### src/rtl/key_command_decoder.sv
module key_command_decoder #(
  parameter int ADDR_W   = 5,
  parameter int CNT_W    = 16,
  parameter int KEY_ADDR = 8
) (
  input  logic              clk,
  input  logic              rst_n,
  input  logic              wr_en,
  input  logic [ADDR_W-1:0] wr_addr,
  input  logic [15:0]       wr_data,
  input  logic [CNT_W-1:0]  refresh_len,
  output logic              soft_reset,
  output logic              refresh_busy,
  output logic              wdt_kick,
  output logic              adc_start
);
  localparam logic [15:0] CODE_ARM     = 16'h15FA;
  localparam logic [15:0] CODE_FIRE    = 16'hAF51;
  localparam logic [15:0] CODE_REFRESH = 16'hFCBA;
  localparam logic [15:0] CODE_WDT     = 16'h0D06;
  localparam logic [15:0] CODE_ADC     = 16'h1ADC;
  localparam logic [ADDR_W-1:0] KEY_SEL = ADDR_W'(KEY_ADDR);
  localparam logic [CNT_W-1:0]  ONE     = CNT_W'(1);

  logic             armed;
  logic [CNT_W-1:0] busy_cnt;

  wire key_wr   = wr_en && (wr_addr == KEY_SEL);
  wire hit_arm  = key_wr && (wr_data == CODE_ARM);
  wire hit_fire = key_wr && (wr_data == CODE_FIRE) && armed;
  wire hit_ref  = key_wr && (wr_data == CODE_REFRESH);
  wire hit_wdt  = key_wr && (wr_data == CODE_WDT);
  wire hit_adc  = key_wr && (wr_data == CODE_ADC);

  wire [CNT_W-1:0] load_len = (refresh_len == '0) ? ONE : refresh_len;

  always_ff @(posedge clk) begin
    if (!rst_n) begin
      armed      <= 1'b0;
      soft_reset <= 1'b0;
      wdt_kick   <= 1'b0;
      adc_start  <= 1'b0;
      busy_cnt   <= '0;
    end else begin
      if (key_wr) armed <= hit_arm;
      soft_reset <= hit_fire;
      wdt_kick   <= hit_wdt;
      adc_start  <= hit_adc;
      if (hit_fire)            busy_cnt <= '0;
      else if (hit_ref)        busy_cnt <= load_len;
      else if (busy_cnt != '0) busy_cnt <= busy_cnt - ONE;
    end
  end

  assign refresh_busy = (busy_cnt != '0);

  assert_other_addr_quiet_R1: assert property (@(posedge clk) disable iff (!rst_n)
    (wr_en && wr_addr != KEY_SEL) |=> (!soft_reset && !wdt_kick && !adc_start));

  assert_fire_needs_arm_R2: assert property (@(posedge clk) disable iff (!rst_n)
    soft_reset |-> ($past(armed) && $past(wr_en) && $past(wr_data) == CODE_FIRE));

  assert_reset_single_R4: assert property (@(posedge clk) disable iff (!rst_n)
    soft_reset |=> !soft_reset);

  assert_reset_clears_busy_R4: assert property (@(posedge clk) disable iff (!rst_n)
    soft_reset |-> (!refresh_busy && !armed));

  assert_busy_rise_R5: assert property (@(posedge clk) disable iff (!rst_n)
    $rose(refresh_busy) |-> ($past(wr_en) && $past(wr_addr) == KEY_SEL
                             && $past(wr_data) == CODE_REFRESH));

  assert_wdt_source_R7: assert property (@(posedge clk) disable iff (!rst_n)
    wdt_kick |-> ($past(wr_en) && $past(wr_addr) == KEY_SEL && $past(wr_data) == CODE_WDT));

  assert_adc_source_R8: assert property (@(posedge clk) disable iff (!rst_n)
    adc_start |-> ($past(wr_en) && $past(wr_addr) == KEY_SEL && $past(wr_data) == CODE_ADC));

  assert_pulse_exclusive_R9: assert property (@(posedge clk) disable iff (!rst_n)
    $onehot0({soft_reset, wdt_kick, adc_start}));
endmodule

### config.mk
export PLATFORM = sky130hd
export DESIGN_NAME = key_command_decoder
export DESIGN_NICKNAME = d
export VERILOG_FILES = /design/src/rtl/key_command_decoder.sv
export SDC_FILE = /design/constraint.sdc
export NUM_CORES = 1
export LEC_CHECK = 0
export ABC_AREA = 0
export CORE_MARGIN = 3
export CORE_UTILIZATION = 33
export DETAILED_ROUTE_END_ITERATION = 8
export HOLD_SLACK_MARGIN = 0.06
export PLACE_DENSITY_LB_ADDON = 0.3
export SLEW_MARGIN = 10
export SYNTH_ARGS = -nofsm -noshare
export SYNTH_HDL_FRONTEND = slang
export SYNTH_SLANG_ARGS = --single-unit
### constraint.sdc
create_clock -name clk -period 2.94 [get_ports clk]
set_clock_uncertainty 0.05 [all_clocks]
set_input_delay 0.294 -clock clk [delete_from_list [all_inputs] [get_ports clk]]
set_output_delay 0.294 -clock clk [all_outputs]
set_load 0.02 [all_outputs]
==> Word-level counts from Yosys, hierarchy flattened <==
Index checks and enable logic that the tools add are counted.
{ "word_totals": {"output_inout_bits": 4, "inputBits": 40, "ff_bits": 20} }
{ "classes": {"n_bitwise": 1, "eq_ne": 6, "reduce_logical": 11, "addsub": 1, "n_mux": 3} }
{ "op_table": {"columns": ["op", "count"], "rows": [
  ["2-to-1 mux 16 bit", 3],
  ["equality test 16 x 13 -> 1 bit, second input constant", 2],
  ["equality test 16 bit, second input constant", 2],
  ["equality test 16 x 12 -> 1 bit, second input constant", 1],
  ["logical NOT 16 bit", 1],
  ["nonzero test 16 bit", 1],
  ["subtractor 16 x 1 -> 16 bit, second input constant", 1],
  ["logical AND 1 bit", 7],
  ["equality test 5 x 4 -> 1 bit, second input constant", 1],
  ["nonzero test 2 bit", 1],
  ["OR reduction 2 bit", 1],
  ["NOT 1 bit", 1]
]} }

==> Longest topological paths before layout <==
Gate-level depths: netlist (run 1).
{ "logic_depth": {"ltp_word": 5, "mapped_depth": 9} }

==> Worst setup path after synthesis (run 1) <==
Ideal clock, no wire load.
{ "synth_timing": {"kind": "register to register", "from": "register busy_cnt[0]", "to": "register busy_cnt[2]", "stages_incl_launch_ff": 10, "setup_time_ps": 122, "synth_period_minus_slack_ps": 2093, "required_ps": 2768, "setup_slack_ps": 847, "t_arrival_ps": 1921, "path_buffers": 2, "path_cell_list": "dfxtp_1 > inv_1 > ha_1 > nor4b_4 > nand3_2 > or3_1 > buf_2 > o21bai_2 > buf_4 > a211oi_1"} }
{ "synth_between": {"elab_cells_between_ends": 5, "classes_between": "1 x add/sub; 2 x mux; 2 x reduce/logical"} }
{ "synth_lines": {"columns": ["item", "line", "source"], "rows": [
  ["from (decl)", "26", "logic [CNT_W-1:0] busy_cnt;"],
  ["from (signal assigned)", "50", "else if (hit_ref) busy_cnt <= load_len;"],
  ["from (signal assigned)", "51", "else if (busy_cnt != '0) busy_cnt <= busy_cnt - ONE;"],
  ["nonzero test 16 bit", null, null],
  ["via refresh_busy", "13", "output logic refresh_busy,"],
  ["nonzero test 2 bit (no source line)", null, null]
]} }
The timed path passes the listed nets, and every way through them passes these cells. The select of a mux whose other input is x is not followed.
A chain may end at the register's enable or synchronous reset.

==> Final worst setup path (run 1) <==
{ "layout_timing": {"from": "register busy_cnt[0]", "to": "output port refresh_busy"} }
{ "layout_between": {"elab_chain_cells": 1} }
{ "layout_lines": {"columns": ["item", "line", "source"], "rows": [
  ["nonzero test 16 bit", "55", "assign refresh_busy = (busy_cnt != '0);"],
  ["to (decl)", "13", null]
]} }
Every way passes these cells.

==> results.sh, run 1 <==
export IMPL_status="finished clean"
export IMPL_synth_nets=190
export IMPL_via_per_inst=5.37
export IMPL_nets=240
export IMPL_powerDensity_mw_per_mm2=714
export IMPL_ys_seq_area_share_pct=31.8
export IMPL_route_detailed_drc=0
export IMPL_io_buffers=43
export IMPL_cts_num_sinks=20
export IMPL_cp_start_kind="flop"
export IMPL_worst_path_stages=6
export IMPL_crit_required_ns=2.60
export IMPL_crit_buf_inv=2
export IMPL_first_pass_iters=4
export IMPL_overflow=0
export IMPL_place_congestion=0.869
export IMPL_drt_total_wl_um=3580
export IMPL_path_cells="inv_1 > ha_1 > nor4b_4 > nand3_2 > or3_1 > clkdlybuf4s50_1"
export IMPL_ys_flop_type="dfxtp_1"
export IMPL_avgSynthCellArea_um2=8.44
export IMPL_crit_path_top_delay_cell="clkdlybuf4s50_1"
export IMPL_netlist_cell_type_count=45
export IMPL_hold_path_cell_count=2
export IMPL_finalSetupViolCount=0
export IMPL_setup_tns_ns=0
export IMPL_maxUsedRoutingLayer="met4"
export IMPL_coreArea_mm2=0.00349
export IMPL_leakage_uw=0.000625
export IMPL_synth_area_leaders="dfxtp_1, xnor2_1, nor4_1"
export IMPL_critPathMaxFanout=3
export IMPL_routedWlPerCell_um=14.7
export IMPL_grt_pass1_vias=1369
export IMPL_htree_levels=1
export IMPL_synth_edff_count=0
export IMPL_ant_nets=0
export IMPL_grt_start_max_net_pins=20
export IMPL_drive_gt1_share_pct=8.63
export IMPL_end_kind="output pin"
export IMPL_start_util_pct=36.0
export IMPL_slowest_delay_ns=0.55
export IMPL_rsz0062_at_grt="no"
export IMPL_path_class="reg -> out"
export IMPL_fin_crit_sh_pct=88.0
export IMPL_worstSkewPairLatency_ns=0.25
export IMPL_drt_iter0_markers=74
export IMPL_io_pins=44
export IMPL_synthCells=149
export IMPL_cts_setup_buffers=0
export IMPL_vias=1305
export IMPL_worst_pin_slew_ns=0.637
export IMPL_synth_top_area_cell="dfxtp_1"
export IMPL_cts_tree="yes"
export IMPL_wl_met3_um=211
export IMPL_die_w_um=67.7
export IMPL_hold_violations=0
export IMPL_worst_hold_path_type="reg -> reg"
export IMPL_rr_worst_depth=8
export IMPL_antenna_found_initial=0
export IMPL_synth_seq_cells=20
export IMPL_hold_buffers=0
export IMPL_yosys_warnings=0
export IMPL_syn2layout_area_growth_pct=43.4
export IMPL_core_rowCount=21
export IMPL_dpl_hpwl_um=2910
export IMPL_root_buffer="clkbuf_8"
export IMPL_cts_buffers=3
export IMPL_post_cts_resized=0
export IMPL_drt_met1_wl_um=1470
export IMPL_ir_worst_vdd_mv=0.391
export IMPL_relSlewSlack_pct=57.2
export IMPL_grt_pass1_wl_um=5950
export IMPL_dp_slack_ns=0.398
export IMPL_max_freq_ghz=0.387
export IMPL_maxCapViolCount=0
export IMPL_cts_buffer_depth=2
export IMPL_grt_use_total_pct=17.0
export IMPL_cp_arrival_ns=2.24
export IMPL_post_route_min_period_ns=2.59
export IMPL_critPathTopFamily="simple AND/OR/NAND/NOR gates"
export IMPL_met2_length_um=1840
export IMPL_clk_pin_slew_ns=0.07
export IMPL_antenna_cells=0
export IMPL_slew_viol_final=0
export IMPL_die_area_mm2=0.00459
export IMPL_async_flop_share_pct=0
export IMPL_synth_top_area_share_pct=31.8
export IMPL_worst_slack_ns=0.354
export IMPL_netlist_area_mm2=0.00126
export IMPL_die_h_um=67.7
## metal layers
layer / up-vias / track usage, %
li1: 656 / -
met1: 598 / 19.3
met2: 45 / 31.1
met3: 6 / 4.49
met4: 0 / 4.30
met5: - / 0
## worst paths after layout
path                            slack, ns                      start                   endpoint
worst max-delay path                 0.35   busy_cnt[0]$_SDFFE_PP0P_               refresh_busy
worst min-delay path                 0.55  busy_cnt[12]$_SDFFE_PP0P_  busy_cnt[12]$_SDFFE_PP0P_
worst max register to register       0.52   busy_cnt[0]$_SDFFE_PP0P_   busy_cnt[2]$_SDFFE_PP0P_
worst min register to register       0.55  busy_cnt[12]$_SDFFE_PP0P_  busy_cnt[12]$_SDFFE_PP0P_
## placed cells by master, fill, tap and decap left out, types with 2 or more instances in the layout
| cell type | count |
|---|---|
| a21o_1 | 2 |
| nand4_1 | 7 |
| and2_1 | 2 |
| a21oi_1 | 6 |
| clkbuf_8 | 3 |
| a211oi_1 | 6 |
| xnor2_1 | 8 |
| dfxtp_1 | 20 |
| xor2_1 | 5 |
| clkdlybuf4s50_1 | 43 |
| nor4_1 | 9 |
| or3_1 | 3 |
| nand2_1 | 11 |
| buf_4 | 6 |
| nand3_1 | 3 |
| nand4b_1 | 4 |
| inv_1 | 4 |
| nand2b_1 | 3 |
| nor3_1 | 8 |
| nand3b_1 | 4 |
| nor2b_1 | 2 |
| o21a_1 | 2 |
| nor2_1 | 14 |
## synthesized netlist by cell type (5+ instances only)
cell type   n
a211oi_1    6
nor3_1      8
xnor2_1     8
a21oi_1     6
nand2_1    11
dfxtp_1    20
nor2_1     14
xor2_1      5
nand4_1     7
nor4_1      9
## kinds of logic (layout without fill, tap and decap cells)
kind of cell               Yosys count  after routing  synth area share (%)
and+or+nand+nor                     82             82                  39.7
AOI/OAI and AO/OA                   25             25                  14.9
DFF                                 20             20                  31.8
xor gates and xnor gates            13             13                  9.05
buffers and inverters                8             56                  3.48
adders and majority gates            1              1                 0.995
## registers in the layout (all words and copies together), names as in the netlist
signal / count
wdt_kick: 1
adc_start: 1
armed: 1
soft_reset: 1
busy_cnt: 16
## report_power, final
part / switching [uW] / internal, uW / leakage [uW] / total, uW
clock network: 85.7 / 91.1 / 0.0000216 / 177
logic: 328 / 365 / 0.000439 / 693
registers: 76.2 / 342 / 0.000164 / 419
## tightest hold or removal path, cell delays in order, from the launching register on
cell      delay (ns)
dfxtp_1         0.33
xor2_1          0.14
a211oi_1        0.08
## cell type report
type | count | area (um^2)
fillers | 323 | 1690
multi-input cells | 121 | 813
repair buffers | 49 | 475
flip-flops and latches | 20 | 400
well taps | 46 | 57.6
clock buffers | 3 | 41.3
inverters | 4 | 15.0
## per-stage QoR
stage          hold slack [ns]  instance area [um^2]  util, %  power [uW]  cells
2_1_floorplan            0.362                  1260        -         889    149
3_3_place_gp             0.534                  1760     50.4        1080    240
3_5_place_dp             0.542                  1760     50.4        1110    240
4_1_cts                  0.553                  1800     51.6        1290    243
5_1_grt                  0.585                  1800     51.6        1390    243
6_report                 0.555                  1800     51.6        1290    243
Note: power is estimated with default switching activity, not from simulation.
==> run 2: changes to the inputs <==
--- a/config.mk
+++ b/config.mk
@@ -8,9 +8,11 @@
 export ABC_AREA = 0
 export CORE_MARGIN = 3
 export CORE_UTILIZATION = 33
+export CTS_CLUSTER_SIZE = 8
 export DETAILED_ROUTE_END_ITERATION = 8
 export HOLD_SLACK_MARGIN = 0.06
 export PLACE_DENSITY_LB_ADDON = 0.3
+export SETUP_SLACK_MARGIN = 0.2
 export SLEW_MARGIN = 10
 export SYNTH_ARGS = -nofsm -noshare
 export SYNTH_HDL_FRONTEND = slang
==> results of run 2 <==
Final layout, timing and power as in run 1 (identical DEF).
